## config.mk

```make
export PLATFORM = sky130hd
export DESIGN_NAME = bmr_regs
export DESIGN_NICKNAME = d
export VERILOG_FILES = /design/src/rtl/bmr_pkg.sv /design/src/rtl/bmr_base_reg.sv /design/src/rtl/bmr_cmd_ctl.sv /design/src/rtl/bmr_status.sv /design/src/rtl/bmr_regs.sv
export SDC_FILE = /design/constraint.sdc
export NUM_CORES = 1
export LEC_CHECK = 0
export BUFFER_PORTS_ARGS = -buffer_cell sky130_fd_sc_hd__buf_2
export CORE_UTILIZATION = 53
export CTS_CLUSTER_DIAMETER = 40
export CTS_CLUSTER_SIZE = 24
export DETAILED_ROUTE_END_ITERATION = 10
export GPL_ROUTABILITY_DRIVEN = 0
export PLACE_DENSITY = 0.89
export SKIP_CTS_REPAIR_TIMING = 1
export SLEW_MARGIN = 20
export SYNTH_ARGS = -nofsm -noshare
export SYNTH_HDL_FRONTEND = slang
export SYNTH_SLANG_ARGS = --single-unit
```

## constraint.sdc

```tcl
create_clock -name clk -period 2.45 [get_ports clk]
set_input_delay 0.245 -clock clk [delete_from_list [all_inputs] [get_ports clk]]
set_output_delay 0.245 -clock clk [all_outputs]
set_load 0.02 [all_outputs]
```

## src/rtl/bmr_pkg.sv

```systemverilog
package bmr_pkg;

  typedef enum logic [1:0] {
    SEL_CMD  = 2'd0,
    SEL_STAT = 2'd1,
    SEL_BASE = 2'd2,
    SEL_NONE = 2'd3
  } bmr_sel_e;

  localparam int CMD_RUN_BIT = 0;
  localparam int CMD_DIR_BIT = 3;

  localparam int ST_ACT_BIT = 0;
  localparam int ST_ERR_BIT = 1;
  localparam int ST_INT_BIT = 2;

endpackage

```

## src/rtl/bmr_base_reg.sv

```systemverilog
module bmr_base_reg #(
  parameter int PTR_W = 32,
  parameter int ALIGN = 2,
  localparam int NB = PTR_W / 8,
  localparam int OFF_W = (NB > 1) ? $clog2(NB) : 1
) (
  input  logic             clk,
  input  logic             rst_n,
  input  logic             wr_i,
  input  logic [OFF_W-1:0] off_i,
  input  logic [1:0]       size_i,
  input  logic [PTR_W-1:0] wdata_i,
  output logic [PTR_W-1:0] base_o,
  output logic [PTR_W-1:0] rdata_o
);
  localparam logic [7:0] LANE0_KEEP = 8'hFF << ALIGN;

  logic [NB-1:0]    span;
  logic [NB-1:0]    lane_en;
  logic [PTR_W-1:0] wshift;
  logic [PTR_W-1:0] rmask;
  logic [PTR_W-1:0] base_q;

  always_comb begin
    case (size_i)
      2'd0:    span = NB'(1);
      2'd1:    span = NB'(3);
      default: span = '1;
    endcase
    lane_en = span << off_i;
    wshift  = wdata_i << {off_i, 3'b000};
  end

  for (genvar g = 0; g < NB; g++) begin : g_lane
    logic [7:0] lane_d;
    always_comb begin
      lane_d = wshift[g*8 +: 8];
      if (g == 0) lane_d = lane_d & LANE0_KEEP;
    end
    always_ff @(posedge clk or negedge rst_n) begin
      if (!rst_n)                 base_q[g*8 +: 8] <= 8'h00;
      else if (wr_i && lane_en[g]) base_q[g*8 +: 8] <= lane_d;
    end
    assign rmask[g*8 +: 8] = {8{span[g]}};
  end

  assign base_o  = base_q;
  assign rdata_o = (base_q >> {off_i, 3'b000}) & rmask;

  p_align_r5: assert property (@(posedge clk) disable iff (!rst_n)
    wr_i |=> (base_q[ALIGN-1:0] == '0));

  p_lane_keep_r5: assert property (@(posedge clk) disable iff (!rst_n)
    (wr_i && size_i == 2'd0 && off_i == OFF_W'(NB-1)) |=>
      (base_q[PTR_W-9:0] == $past(base_q[PTR_W-9:0])));

endmodule

```

## src/rtl/bmr_cmd_ctl.sv

```systemverilog
module bmr_cmd_ctl
  import bmr_pkg::*;
#(
  parameter int PTR_W = 32,
  parameter int STEP  = 8
) (
  input  logic             clk,
  input  logic             rst_n,
  input  logic             cmd_wr_i,
  input  logic [7:0]       wdata_i,
  input  logic [PTR_W-1:0] base_i,
  input  logic             wk_busy_i,
  input  logic             wk_advance_i,
  input  logic             wk_done_i,
  input  logic             wk_exhaust_i,
  output logic             run_o,
  output logic             dir_o,
  output logic             active_o,
  output logic             start_o,
  output logic             stop_o,
  output logic [PTR_W-1:0] fetch_o
);
  logic             run_q, dir_q, act_q, pend_q, start_q, stop_q;
  logic [PTR_W-1:0] fetch_q;
  logic             start_evt, stop_evt, stop_now, kick;

  always_comb begin
    start_evt = cmd_wr_i &&  wdata_i[CMD_RUN_BIT] && !run_q;
    stop_evt  = cmd_wr_i && !wdata_i[CMD_RUN_BIT] &&  run_q;
    kick      = start_evt && !act_q;
    stop_now  = !wk_busy_i && (stop_evt || (pend_q && !start_evt));
  end

  always_ff @(posedge clk or negedge rst_n) begin
    if (!rst_n) begin
      run_q   <= 1'b0;
      dir_q   <= 1'b0;
      act_q   <= 1'b0;
      pend_q  <= 1'b0;
      start_q <= 1'b0;
      stop_q  <= 1'b0;
      fetch_q <= '0;
    end else begin
      if (cmd_wr_i) begin
        run_q <= wdata_i[CMD_RUN_BIT];
        dir_q <= wdata_i[CMD_DIR_BIT];
      end
      if (start_evt)     pend_q <= 1'b0;
      else if (stop_evt) pend_q <= wk_busy_i;
      else               pend_q <= pend_q && wk_busy_i;
      start_q <= kick;
      stop_q  <= stop_now;
      if (kick)                                       act_q <= 1'b1;
      else if (stop_now || wk_done_i || wk_exhaust_i) act_q <= 1'b0;
      if (start_evt)         fetch_q <= base_i;
      else if (wk_advance_i) fetch_q <= fetch_q + PTR_W'(STEP);
    end
  end

  assign run_o    = run_q;
  assign dir_o    = dir_q;
  assign active_o = act_q;
  assign start_o  = start_q;
  assign stop_o   = stop_q;
  assign fetch_o  = fetch_q;

  p_cmd_keep_r1: assert property (@(posedge clk) disable iff (!rst_n)
    cmd_wr_i |=> (run_q == $past(wdata_i[CMD_RUN_BIT])) && (dir_q == $past(wdata_i[CMD_DIR_BIT])));

  p_same_run_r2: assert property (@(posedge clk) disable iff (!rst_n)
    (cmd_wr_i && wdata_i[CMD_RUN_BIT] == run_q && !pend_q) |=> (!start_q && !stop_q));

  p_reload_r3: assert property (@(posedge clk) disable iff (!rst_n)
    start_evt |=> (fetch_q == $past(base_i)));

  p_kick_r3: assert property (@(posedge clk) disable iff (!rst_n)
    kick |=> (act_q && start_q));

  p_hold_r4: assert property (@(posedge clk) disable iff (!rst_n)
    (pend_q && wk_busy_i && act_q && !wk_done_i && !wk_exhaust_i && !start_evt) |=> act_q);

  p_no_abort_r4: assert property (@(posedge clk) disable iff (!rst_n)
    stop_q |-> !$past(wk_busy_i));

  p_finish_r10: assert property (@(posedge clk) disable iff (!rst_n)
    ((wk_done_i || wk_exhaust_i) && !kick) |=> !act_q);

  p_pulse_excl_r3: assert property (@(posedge clk) disable iff (!rst_n)
    !(start_q && stop_q));

endmodule

```

## src/rtl/bmr_status.sv

```systemverilog
module bmr_status
  import bmr_pkg::*;
(
  input  logic       clk,
  input  logic       rst_n,
  input  logic       st_wr_i,
  input  logic [7:0] wdata_i,
  input  logic       exhaust_i,
  input  logic       drv_irq_i,
  output logic       err_o,
  output logic       int_o,
  output logic       host_irq_o
);
  logic irq_q, err_q, int_q, irq_rise;

  assign irq_rise = drv_irq_i && !irq_q;

  always_ff @(posedge clk or negedge rst_n) begin
    if (!rst_n) begin
      irq_q <= 1'b0;
      err_q <= 1'b0;
      int_q <= 1'b0;
    end else begin
      irq_q <= drv_irq_i;
      err_q <= (err_q && !(st_wr_i && wdata_i[ST_ERR_BIT])) || exhaust_i;
      int_q <= (int_q && !(st_wr_i && wdata_i[ST_INT_BIT])) || irq_rise;
    end
  end

  assign err_o      = err_q;
  assign int_o      = int_q;
  assign host_irq_o = drv_irq_i;

  p_irq_set_r7: assert property (@(posedge clk) disable iff (!rst_n)
    irq_rise |=> int_q);

  p_irq_fall_r7: assert property (@(posedge clk) disable iff (!rst_n)
    (!drv_irq_i && !st_wr_i) |=> (int_q == $past(int_q)));

  p_err_set_r10: assert property (@(posedge clk) disable iff (!rst_n)
    exhaust_i |=> err_q);

  p_w1c_r9: assert property (@(posedge clk) disable iff (!rst_n)
    (st_wr_i && wdata_i[ST_ERR_BIT] && !exhaust_i) |=> !err_q);

endmodule

```

## src/rtl/bmr_regs.sv

```systemverilog
module bmr_regs
  import bmr_pkg::*;
#(
  parameter int PTR_W = 32,
  parameter int ALIGN = 2,
  parameter int STEP  = 8
) (
  input  logic             clk,
  input  logic             rst_n,
  input  logic             acc_valid,
  input  logic             acc_write,
  input  logic [1:0]       acc_sel,
  input  logic [1:0]       acc_off,
  input  logic [1:0]       acc_size,
  input  logic [PTR_W-1:0] acc_wdata,
  output logic [PTR_W-1:0] acc_rdata,
  output logic             wk_start,
  output logic             wk_stop,
  output logic [PTR_W-1:0] wk_fetch_ptr,
  output logic             wk_dir,
  input  logic             wk_busy,
  input  logic             wk_advance,
  input  logic             wk_done,
  input  logic             wk_exhaust,
  output logic             chan_active,
  input  logic             drv_irq,
  output logic             host_irq
);
  localparam int NB    = PTR_W / 8;
  localparam int OFF_W = (NB > 1) ? $clog2(NB) : 1;

  bmr_sel_e         sel;
  logic             wr_cmd, wr_st, wr_base;
  logic             run, err, intr;
  logic [PTR_W-1:0] base, base_rd;
  logic [7:0]       cmd_byte, st_byte;

  assign sel     = bmr_sel_e'(acc_sel);
  assign wr_cmd  = acc_valid && acc_write && sel == SEL_CMD;
  assign wr_st   = acc_valid && acc_write && sel == SEL_STAT;
  assign wr_base = acc_valid && acc_write && sel == SEL_BASE;

  bmr_base_reg #(.PTR_W(PTR_W), .ALIGN(ALIGN)) u_base (
    .clk     (clk),
    .rst_n   (rst_n),
    .wr_i    (wr_base),
    .off_i   (OFF_W'(acc_off)),
    .size_i  (acc_size),
    .wdata_i (acc_wdata),
    .base_o  (base),
    .rdata_o (base_rd)
  );

  bmr_cmd_ctl #(.PTR_W(PTR_W), .STEP(STEP)) u_cmd (
    .clk          (clk),
    .rst_n        (rst_n),
    .cmd_wr_i     (wr_cmd),
    .wdata_i      (acc_wdata[7:0]),
    .base_i       (base),
    .wk_busy_i    (wk_busy),
    .wk_advance_i (wk_advance),
    .wk_done_i    (wk_done),
    .wk_exhaust_i (wk_exhaust),
    .run_o        (run),
    .dir_o        (wk_dir),
    .active_o     (chan_active),
    .start_o      (wk_start),
    .stop_o       (wk_stop),
    .fetch_o      (wk_fetch_ptr)
  );

  bmr_status u_stat (
    .clk        (clk),
    .rst_n      (rst_n),
    .st_wr_i    (wr_st),
    .wdata_i    (acc_wdata[7:0]),
    .exhaust_i  (wk_exhaust),
    .drv_irq_i  (drv_irq),
    .err_o      (err),
    .int_o      (intr),
    .host_irq_o (host_irq)
  );

  always_comb begin
    cmd_byte = 8'h00;
    cmd_byte[CMD_RUN_BIT] = run;
    cmd_byte[CMD_DIR_BIT] = wk_dir;
    st_byte = 8'h00;
    st_byte[ST_ACT_BIT] = chan_active;
    st_byte[ST_ERR_BIT] = err;
    st_byte[ST_INT_BIT] = intr;
    case (sel)
      SEL_CMD:  acc_rdata = PTR_W'(cmd_byte);
      SEL_STAT: acc_rdata = PTR_W'(st_byte);
      SEL_BASE: acc_rdata = base_rd;
      default:  acc_rdata = '0;
    endcase
  end

endmodule

```

==> results of run 1 <==
## flip-flops by register name, indices dropped and copies added, names as in the netlist
name	flops
u_stat.irq_q	1
u_cmd.fetch_o	30
u_cmd.start_o	1
u_stat.int_o	1
u_cmd.active_o	1
u_cmd.dir_o	1
u_stat.err_o	1
u_cmd.stop_o	1
u_cmd.pend_q	1
u_cmd.run_o	1
u_base.base_o	30
## cell usage after synthesis, types with 2 or more instances
master    count  share of area [%]
o21ai_1       4               0.48
nor3_1        4               0.48
nand4_1       6               0.90
mux2_2       14                3.8
o21ai_0      35                4.2
nor2b_1      18                2.7
xor2_1       14                2.9
and3_1        5               0.75
and4_1        4               0.84
nand3_1      17                2.0
nand2_1      59                5.3
buf_2         8               0.96
clkbuf_1     16                1.4
nor3_2        3               0.72
inv_1         2               0.18
buf_4         4               0.72
o22a_1        2               0.42
nor4_1        2               0.30
a211oi_1     17                3.0
nor2_1       54                4.8
o21ai_2       2               0.42
nor3b_1       2               0.36
buf_1         2               0.18
xnor2_1      14                2.9
mux2i_1      36                8.6
or2_2         2               0.30
dfrtp_1      69                 41
a21oi_1      36                4.3
and2_1        8                1.2
## power by group through the flow
stage          clock (W)  sequential [W]  combinational [W]
3_5_place_dp           0         0.00182            0.00116
5_1_grt          0.00118         0.00186            0.00127
3_3_place_gp           0         0.00180            0.00111
4_1_cts          0.00114         0.00181            0.00117
6_report         0.00113         0.00183            0.00117
2_1_floorplan          0         0.00190           0.000582
## per-stage QoR
stage	total power [W]	setup slack [ns]	hold slack, ns	util, %
finish	0.00413	0.357	0.0230	66.0
global route	0.00432	0.268	0.0127	66.0
CTS	0.00411	0.398	-0.0947	65.9
detailed placement	0.00298	0.350	0.288	62.7
global placement	0.00291	0.465	0.279	62.7
floorplan	0.00249	0.463	-0.0506	-
## metal layers
layer / part of all wire, % / wire [µm]
met4: 3.0 / 353
met3: 9.9 / 1170
met5: 0 / 0
met1: 41 / 4780
met2: 47 / 5490
## worst paths after layout
check	slack [ns]	end	cells after the start
min reg2reg	0.42	u_stat.int_o	1
min in group asynchronous	0.43	u_cmd.fetch_o[13]	2
max reg2reg	0.41	u_cmd.fetch_o[31]	5
max in group asynchronous	1.37	u_base.base_o[10]	3
max	0.36	acc_rdata[15]	7
min	0.02	u_stat.irq_q	1
## area by class of cell
class                   count  area (µm²)  share of cell area (%)
clock inverters             4        95.1                    1.87
multi-input cells         374        2320                    45.6
inverters                   2        7.51                   0.148
flip-flops and latches     69        1730                    34.0
clock buffers              12         145                    2.86
well taps                 102         128                    2.52
repair buffers            123         656                    12.9
## cells by family (layout without fill, tap and decap cells)
family	Yosys count	in the layout	share of synthesized area, %
compound gates	103	103	14.2
xor+xnor	28	28	5.86
fa+ha+maj	1	1	0.299
buf+inv	33	141	3.59
flops	69	69	41.2
mux	50	50	12.4
other cells	1	2	0.0896
simple gates	190	190	22.3
==> impl_metrics.json, run 1 <==
{
  "status": "finished clean",
  "worstSkewPairLatency_ns": 0.35,
  "cts_tree": "built",
  "required_ns": 2.20,
  "core_um2": 7690,
  "place_area_um2": 4820,
  "crit_slowest_cell": "buf_2",
  "critPathKind": "in2out",
  "gr-usage-met2_pct": 46.2,
  "diodes": 0,
  "top_usage_layer": "met2",
  "relSlewSlack_pct": 43.5,
  "grt_max_degree": 58,
  "max-vdd-ir-drop_mv": 0.423,
  "period_minus_slack_ns": 2.09,
  "syn2layout_area_growth_pct": 21.2,
  "skew_ns": 0.0105,
  "dieArea_um2": 8260,
  "setup_tns_ns": 0,
  "globalRouteOverflowTotal": 0,
  "clock_tree.htree_level_count": 3,
  "pwr-share-seq_pct": 44.2,
  "drc_errors": 0,
  "fin_nets": 627,
  "synth_flop_cell": "dfrtp_1",
  "cts.sinks": 69,
  "critPathLaunchType": "input port",
  "setup_viol": 0,
  "worst_setup_path_end_kind": "primary output",
  "slowest_delay_ns": 0.59,
  "syn_inst": 475,
  "fmax_mhz": 478,
  "synth_cell_types": 45,
  "routed_wl_um": 11800,
  "wl_per_cell_um": 17.2,
  "avgSynthCellArea_um2": 8.81,
  "hpwl_um": 8690,
  "drtPass1Iterations": 7,
  "finalHoldViolations": 0,
  "p_comb_share_pct": 28.3,
  "switching_share_pct": 36.8,
  "power_leakage_nw": 2.38,
  "drt_iter0_markers": 355,
  "grt.total_usage_pct": 29.2,
  "grt_pass1_wl_um": 18600,
  "critPathBufInv": 3,
  "p_per_area_nw_per_um2": 813,
  "final_common_cell": "buf_2",
  "crit_path_cell_trace": "buf_2 -> buf_4 -> mux2i_1 -> nor2_1 -> a21oi_1 -> nor2_1 -> buf_2",
  "fin_area_um2": 5070,
  "numCtsBuffers": 9,
  "cts-root-buf": "clkbuf_8",
  "rsz0062_at_grt": "no",
  "clkPwrFrac_pct": 27.5,
  "cp-startpoint": "acc_off[0]",
  "fin_cells": 686,
  "p_sw_w": 0.00152,
  "io_buffers": 113,
  "path_max_fanout": 34,
  "regToRegStartpoint": "u_cmd.fetch_o[11]",
  "io_pins": 116,
  "worstMarginPinSlew_ns": 0.842,
  "post-place-cells": 669,
  "antenna_left": 0,
  "via_per_inst": 5.83,
  "crit_arrival_ns": 1.85,
  "seq_area_frac_synth_pct": 41.2,
  "drive_gt1_share_pct": 27.6,
  "async_flop_share_pct": 100,
  "core.rowCount": 32,
  "grt_pass1_vias": 3746,
  "clockBufferDepth": 2,
  "slew_violations": 0,
  "synth-seq-cells": 69,
  "final_cell_mix": "113 x buf_2, 69 x dfrtp_1, 59 x nand2_1, 53 x nor2_1",
  "hold_start": "drv_irq",
  "period_share_pct": 85.4,
  "grt_antenna_before_repair": 0,
  "syn_area_um2": 4190,
  "vias": 4002,
  "yosys_warnings": 0,
  "hold_class": "in2reg",
  "dieWidth_um": 90.9,
  "initial_core_util_pct": 54.5,
  "cpLargestDelayFamily": "buffers and inverters",
  "drv_cap": 0,
  "fill_cells": 631,
  "grt_use_met1_pct": 37.8,
  "p_int_w": 0.00261,
  "path_clk_slew_ns": 0.07,
  "die_h_um": 90.9,
  "synth_edf_count": 0,
  "grtUsageMet3_pct": 7.15
}
(Power assumes the default switching activity.)
==> inputs of run 2 (changes only) <==
--- a/config.mk
+++ b/config.mk
@@ -6,11 +6,13 @@
 export NUM_CORES = 1
 export LEC_CHECK = 0
 export BUFFER_PORTS_ARGS = -buffer_cell sky130_fd_sc_hd__buf_2
+export CORE_MARGIN = 8
 export CORE_UTILIZATION = 53
 export CTS_CLUSTER_DIAMETER = 40
 export CTS_CLUSTER_SIZE = 24
 export DETAILED_ROUTE_END_ITERATION = 10
 export GPL_ROUTABILITY_DRIVEN = 0
+export HOLD_SLACK_MARGIN = 0.12
 export PLACE_DENSITY = 0.89
 export SKIP_CTS_REPAIR_TIMING = 1
 export SLEW_MARGIN = 20
==> constraint.sdc (replaced) <==
create_clock -name clk -period 2.45 [get_ports clk]
set_input_delay 0.49 -clock clk [delete_from_list [all_inputs] [get_ports clk]]
set_output_delay 0.49 -clock clk [all_outputs]
set_load 0.02 [all_outputs]
==> run 2 against run 1 <==
  * Die area rose by 33%
  * Global-route usage fell by 5.7 points
  * Worst hold slack improved by 0.19 ns
  * Wire length rose by 8.3%
  * Via count rose by 0.35%
  * Sequential power barely moved
  * Sequential share of layout area fell by 0.67 points
  * Fmax fell by 6.2%
  * Non-clock buffer count rose by 10
  * Critical endpoint is now acc_rdata[25]
  * Largest cell class unchanged
==> impl_metrics.json, run 2 (synthesis results as in run 1) <==
{
  "critPathLaunchType": "input port",
  "worstMarginPinSlew_ns": 0.797,
  "fmax_mhz": 448,
  "grt_pass1_vias": 4089,
  "slew_violations": 0,
  "critical-path-top-cell-by-count": "buf_2",
  "grt_pass1_wl_um": 20900,
  "via_per_inst": 5.77,
  "path_max_fanout": 8,
  "drive_gt1_share_pct": 29.8,
  "slowest_delay_ns": 0.41,
  "critPathBufInv": 2,
  "dieWidth_um": 105,
  "max-vdd-ir-drop_mv": 0.370,
  "vias": 4016,
  "numCtsBuffers": 9,
  "syn2layout_area_growth_pct": 23.6,
  "routed_wl_um": 12800,
  "path_clk_slew_ns": 0.07,
  "final_common_cell": "buf_2",
  "dieArea_um2": 11000,
  "cts-root-buf": "clkbuf_8",
  "hpwl_um": 9530,
  "crit_arrival_ns": 1.74,
  "globalRouteOverflowTotal": 0,
  "period_minus_slack_ns": 2.23,
  "required_ns": 1.96,
  "final_cell_mix": "113 x buf_2, 69 x dfrtp_1, 59 x nand2_1, 53 x nor2_1",
  "power_leakage_nw": 2.44,
  "relSlewSlack_pct": 46.9,
  "grt.total_usage_pct": 23.4,
  "status": "finished clean",
  "clockBufferDepth": 2,
  "drt_iter0_markers": 444,
  "io_buffers": 113,
  "hold_class": "in2async",
  "grt_antenna_before_repair": 0,
  "grt_max_degree": 58,
  "clock_tree.htree_level_count": 3,
  "multiInputGateArea_um2": 2340,
  "fin_nets": 637,
  "rsz0062_at_grt": "no",
  "setup_viol": 0,
  "core_um2": 7690,
  "cpLargestDelayFamily": "simple AND/OR/NAND/NOR gates",
  "setup_tns_ns": 0,
  "worst_setup_path_end_kind": "primary output",
  "skew_ns": 0.00757,
  "initial_core_util_pct": 54.5,
  "io_pins": 116,
  "fin_cells": 696,
  "cts_tree": "built",
  "post-place-cells": 680,
  "antenna_left": 0,
  "fill_cells": 606,
  "regArea_um2": 1730,
  "crit_slowest_cell": "nor2_1",
  "wl_per_cell_um": 18.4,
  "worstSkewPairLatency_ns": 0.36,
  "period_share_pct": 91.1,
  "drtPass1Iterations": 5,
  "holdWs_ns": 0.216,
  "diodes": 0,
  "cts.sinks": 69,
  "die_h_um": 105,
  "crit_path_cell_trace": "buf_2 -> nor2b_1 -> nand3b_1 -> nor2_1 -> and2_1 -> buf_2",
  "drv_cap": 0,
  "drc_errors": 0,
  "finalHoldViolations": 0,
  "core.rowCount": 32,
  "p_per_area_nw_per_um2": 790,
  "critPathKind": "in2out"
}
==> run 2: metal layers <==
metal | vias to the layer above | routed length [µm] | track usage [%]
li1 | 1881 | - | -
met5 | - | 0 | 0
met4 | 0 | 352 | 11.1
met1 | 1876 | 5370 | 30.4
met2 | 233 | 5990 | 36.9
met3 | 26 | 1070 | 4.61
==> run 2: power by group <==
part | leakage [nW] | internal [W] | switching (W)
Combinational | 1.45 | 0.000492 | 0.000704
Clock | 0.116 | 0.000626 | 0.000440
Sequential | 0.867 | 0.00142 | 0.000405
Total | 2.44 | 0.00254 | 0.00155
==> run 2: layout make-up <==
type                    count  area share, %
clock inverters             4           1.35
well taps                 102           2.47
flip-flops and latches     69           33.4
clock buffers              12           3.00
multi-input cells         374           45.1
repair buffers            133           14.6
inverters                   2          0.145
==> run 2: worst paths after layout <==
check                                  startpoint           endpoint  slack, ns  cells past startpoint
worst min-delay path                        rst_n  u_cmd.fetch_o[12]       0.22                      1
worst max-delay path                   acc_sel[1]      acc_rdata[25]       0.22                      6
worst max register to register  u_cmd.fetch_o[11]  u_cmd.fetch_o[30]       0.52                      5
max in group asynchronous                   rst_n  u_base.base_o[12]       1.54                      2
worst min register to register       u_stat.irq_q       u_stat.int_o       0.42                      1
min in group clk                          drv_irq       u_stat.irq_q       0.26                      1
==> run 2: per-stage QoR <==
step	setup slack (ns)	utilization, %	total power (W)	instance area (µm²)
2_1_floorplan	0.141	-	0.00249	4210
3_3_place_gp	0.297	64.4	0.00296	4950
3_5_place_dp	0.234	64.4	0.00301	4950
4_1_cts	0.233	67.3	0.00409	5180
5_1_grt	0.0997	67.3	0.00430	5180
6_report	0.218	67.3	0.00409	5180
==> inputs of run 3 (changes only) <==
--- a/config.mk
+++ b/config.mk
@@ -7,7 +7,7 @@
 export LEC_CHECK = 0
 export BUFFER_PORTS_ARGS = -buffer_cell sky130_fd_sc_hd__buf_2
 export CORE_MARGIN = 8
-export CORE_UTILIZATION = 53
+export CORE_UTILIZATION = 54
 export CTS_CLUSTER_DIAMETER = 40
 export CTS_CLUSTER_SIZE = 24
 export DETAILED_ROUTE_END_ITERATION = 10
@@ -18,4 +18,5 @@
 export SLEW_MARGIN = 20
 export SYNTH_ARGS = -nofsm -noshare
 export SYNTH_HDL_FRONTEND = slang
+export SYNTH_HIERARCHICAL = 1
 export SYNTH_SLANG_ARGS = --single-unit
==> run 3 against run 2 <==
  * Fmax fell by 4.1%
  * Non-clock buffer count fell by 1
  * Via count rose by 10%
  * Final cell count rose by 1.6%
  * Core utilization fell by 2.6 points
  * Die area rose by 8.7%
  * Largest power group unchanged
==> impl_metrics.json, run 3 <==
{
  "async_flop_share_pct": 100,
  "syn2layout_area_growth_pct": 18.2,
  "cts_tree": "built",
  "crit_arrival_ns": 1.84,
  "grt_pass1_vias": 4471,
  "synth_top_area_share_pct": 37.7,
  "drtPass1Iterations": 5,
  "relSlewSlack_pct": 62.1,
  "p_per_area_nw_per_um2": 832,
  "holdWs_ns": 0.268,
  "fill_cells": 657,
  "clock_tree.htree_level_count": 3,
  "r2r_end": "u_cmd/fetch_o[21]",
  "vias": 4433,
  "setup_tns_ns": 0,
  "synth_flop_cell": "dfrtp_1",
  "hold_depth": 1,
  "slew_violations": 0,
  "synth-seq-cells": 71,
  "globalRouteOverflowTotal": 0,
  "period_share_pct": 95.0,
  "grt.total_usage_pct": 24.8,
  "critPathKind": "in2out",
  "switching_share_pct": 41.6,
  "wl_per_cell_um": 20.7,
  "numCtsBuffers": 9,
  "p_comb_share_pct": 35.4,
  "via_per_inst": 6.27,
  "hpwl_um": 10800,
  "yosys.area.top_type": "dfrtp_1",
  "dieArea_um2": 12000,
  "required_ns": 1.96,
  "clkPwrFrac_pct": 20.5,
  "power_leakage_nw": 2.64,
  "hold_end": "u_stat/irq_q",
  "p_sw_w": 0.00193,
  "worstMarginPinSlew_ns": 0.569,
  "multiInputGateArea_um2": 2690,
  "path_clk_slew_ns": 0.07,
  "io_buffers": 115,
  "setup_viol": 0,
  "worstSkewPairLatency_ns": 0.36,
  "grt_pass1_wl_um": 23000,
  "initial_core_util_pct": 54.8,
  "rsz0062_at_grt": "no",
  "finalHoldViolations": 0,
  "drv_cap": 0,
  "largest_reg_flops": 32,
  "seq_area_frac_synth_pct": 37.7,
  "dp_worst_setup_slack_ns": 0.0986,
  "drc_errors": 0,
  "grt_max_degree": 61,
  "dieWidth_um": 109,
  "regArea_um2": 1780,
  "regToRegStartpoint": "u_cmd/fetch_o[3]",
  "cts-root-buf": "clkbuf_8",
  "syn_area_um2": 4710,
  "diodes": 0,
  "worst-r2r-cell-count": 5,
  "skew_ns": 0.0163,
  "period_minus_slack_ns": 2.33,
  "die_h_um": 109,
  "core_um2": 8590,
  "synth_common_cells": "71 x dfrtp_1, 43 x nor2_1, 42 x mux2_2, 41 x mux2i_1, 34 x nand2_1",
  "synth_edf_count": 0,
  "avgSynthCellArea_um2": 9.79,
  "status": "finished clean",
  "path_max_fanout": 16,
  "grt_antenna_before_repair": 0,
  "core.rowCount": 34,
  "yosys-top-cells-area": "dfrtp_1 38%, mux2_2 10%, mux2i_1 8.7%",
  "hold_class": "in2reg",
  "drt_iter0_markers": 509,
  "max-vdd-ir-drop_mv": 0.417,
  "p_int_w": 0.00270,
  "fin_nets": 642,
  "hold_start": "drv_irq",
  "critPathLaunchType": "input port",
  "worst_setup_path_end_kind": "primary output",
  "cts.sinks": 71,
  "final_cell_mix": "114 x buf_2, 71 x dfrtp_1, 43 x nor2_1, 42 x mux2_2, 41 x mux2i_1",
  "r2r_setup_slack_ns": 0.17,
  "syn_inst": 481,
  "final_common_cell": "buf_2",
  "drive_gt1_share_pct": 35.9,
  "antenna_left": 0,
  "clockBufferDepth": 2,
  "yosys_warnings": 6,
  "io_pins": 116,
  "synth_cell_types": 52,
  "p_total_w": 0.00463,
  "synth_most_common_cell": "dfrtp_1",
  "fmax_mhz": 430,
  "pwr-share-seq_pct": 44.1,
  "routed_wl_um": 14700,
  "timing.final.ws_setup_ns": 0.123
}
## run 3: cell count changes in the layout (fill, tap and decap cells not counted), sizes merged, moves of 14 or more
cell	previous run	this run
a211oi	17	0
a31oi	0	15
and2	8	36
mux2	14	50
nand2	59	34
nor2b	18	4
o21ai	41	9
## run 3: cell type report
cell class	count	share of cell area, %
multi-input combinational	372	48.4
sequential	71	31.9
timing repair buffer	132	13.2
tap	108	2.43
clock buffer	9	2.23
clock inverter	7	1.28
inverter	8	0.540
## run 3: power by group through the flow
stage / clock network, W / logic, W / registers [W]
floorplan: 0 / 0.000850 / 0.00216
global placement: 0 / 0.00157 / 0.00201
detailed placement: 0 / 0.00162 / 0.00205
CTS: 0.000958 / 0.00164 / 0.00203
global route: 0.00101 / 0.00177 / 0.00210
finish: 0.000948 / 0.00164 / 0.00204
## run 3: worst max-delay path, stage by stage
cell      delay [ns]
clkbuf_4        0.27
buf_4           0.20
buf_4           0.17
mux2i_1         0.19
o21ai_0         0.11
mux2i_1         0.18
nor2_1          0.06
buf_2           0.16
## run 3: worst max path at each step
| stage | startpoint | endpoint | slack [ns] | cells after the start |
|---|---|---|---|---|
| floorplan | acc_off[1] | acc_rdata[2] | 0.39 | 6 |
| global placement | acc_off[1] | acc_rdata[3] | 0.15 | 8 |
| detailed placement | acc_off[1] | acc_rdata[5] | 0.1 | 7 |
| CTS | acc_off[1] | acc_rdata[3] | 0.05 | 8 |
| global route | acc_off[1] | acc_rdata[3] | 0.05 | 8 |
| finish | acc_off[1] | acc_rdata[3] | 0.12 | 8 |
## run 3: stage by stage
stage	area, µm²	instances	util (%)
after floorplan	4710	482	-
after CTS	5550	706	64.6
after global routing	5560	707	64.7
final	5560	707	64.7
after detailed placement	5360	690	62.3
after global placement	5360	690	62.3
## run 3: cells by family after synthesis
kind of cell    Yosys count  share of synthesized area [%]
compound gates           81                           11.6
xor+xnor                 12                           2.23
fa+ha+maj                 1                          0.266
buf+inv                  39                           5.10
flops                    71                           37.7
mux                      91                           21.3
other cells               1                         0.0797
simple gates            185                           21.7
## run 3: metal layers
layer | vias to the layer above | track usage (%) | part of all wire, %
met2 | 250 | 39.4 | 48
met3 | 50 | 6.04 | 8.8
met5 | - | 0 | 0
met1 | 2152 | 29.5 | 38
met4 | 0 | 16.1 | 4.9
li1 | 1981 | - | -
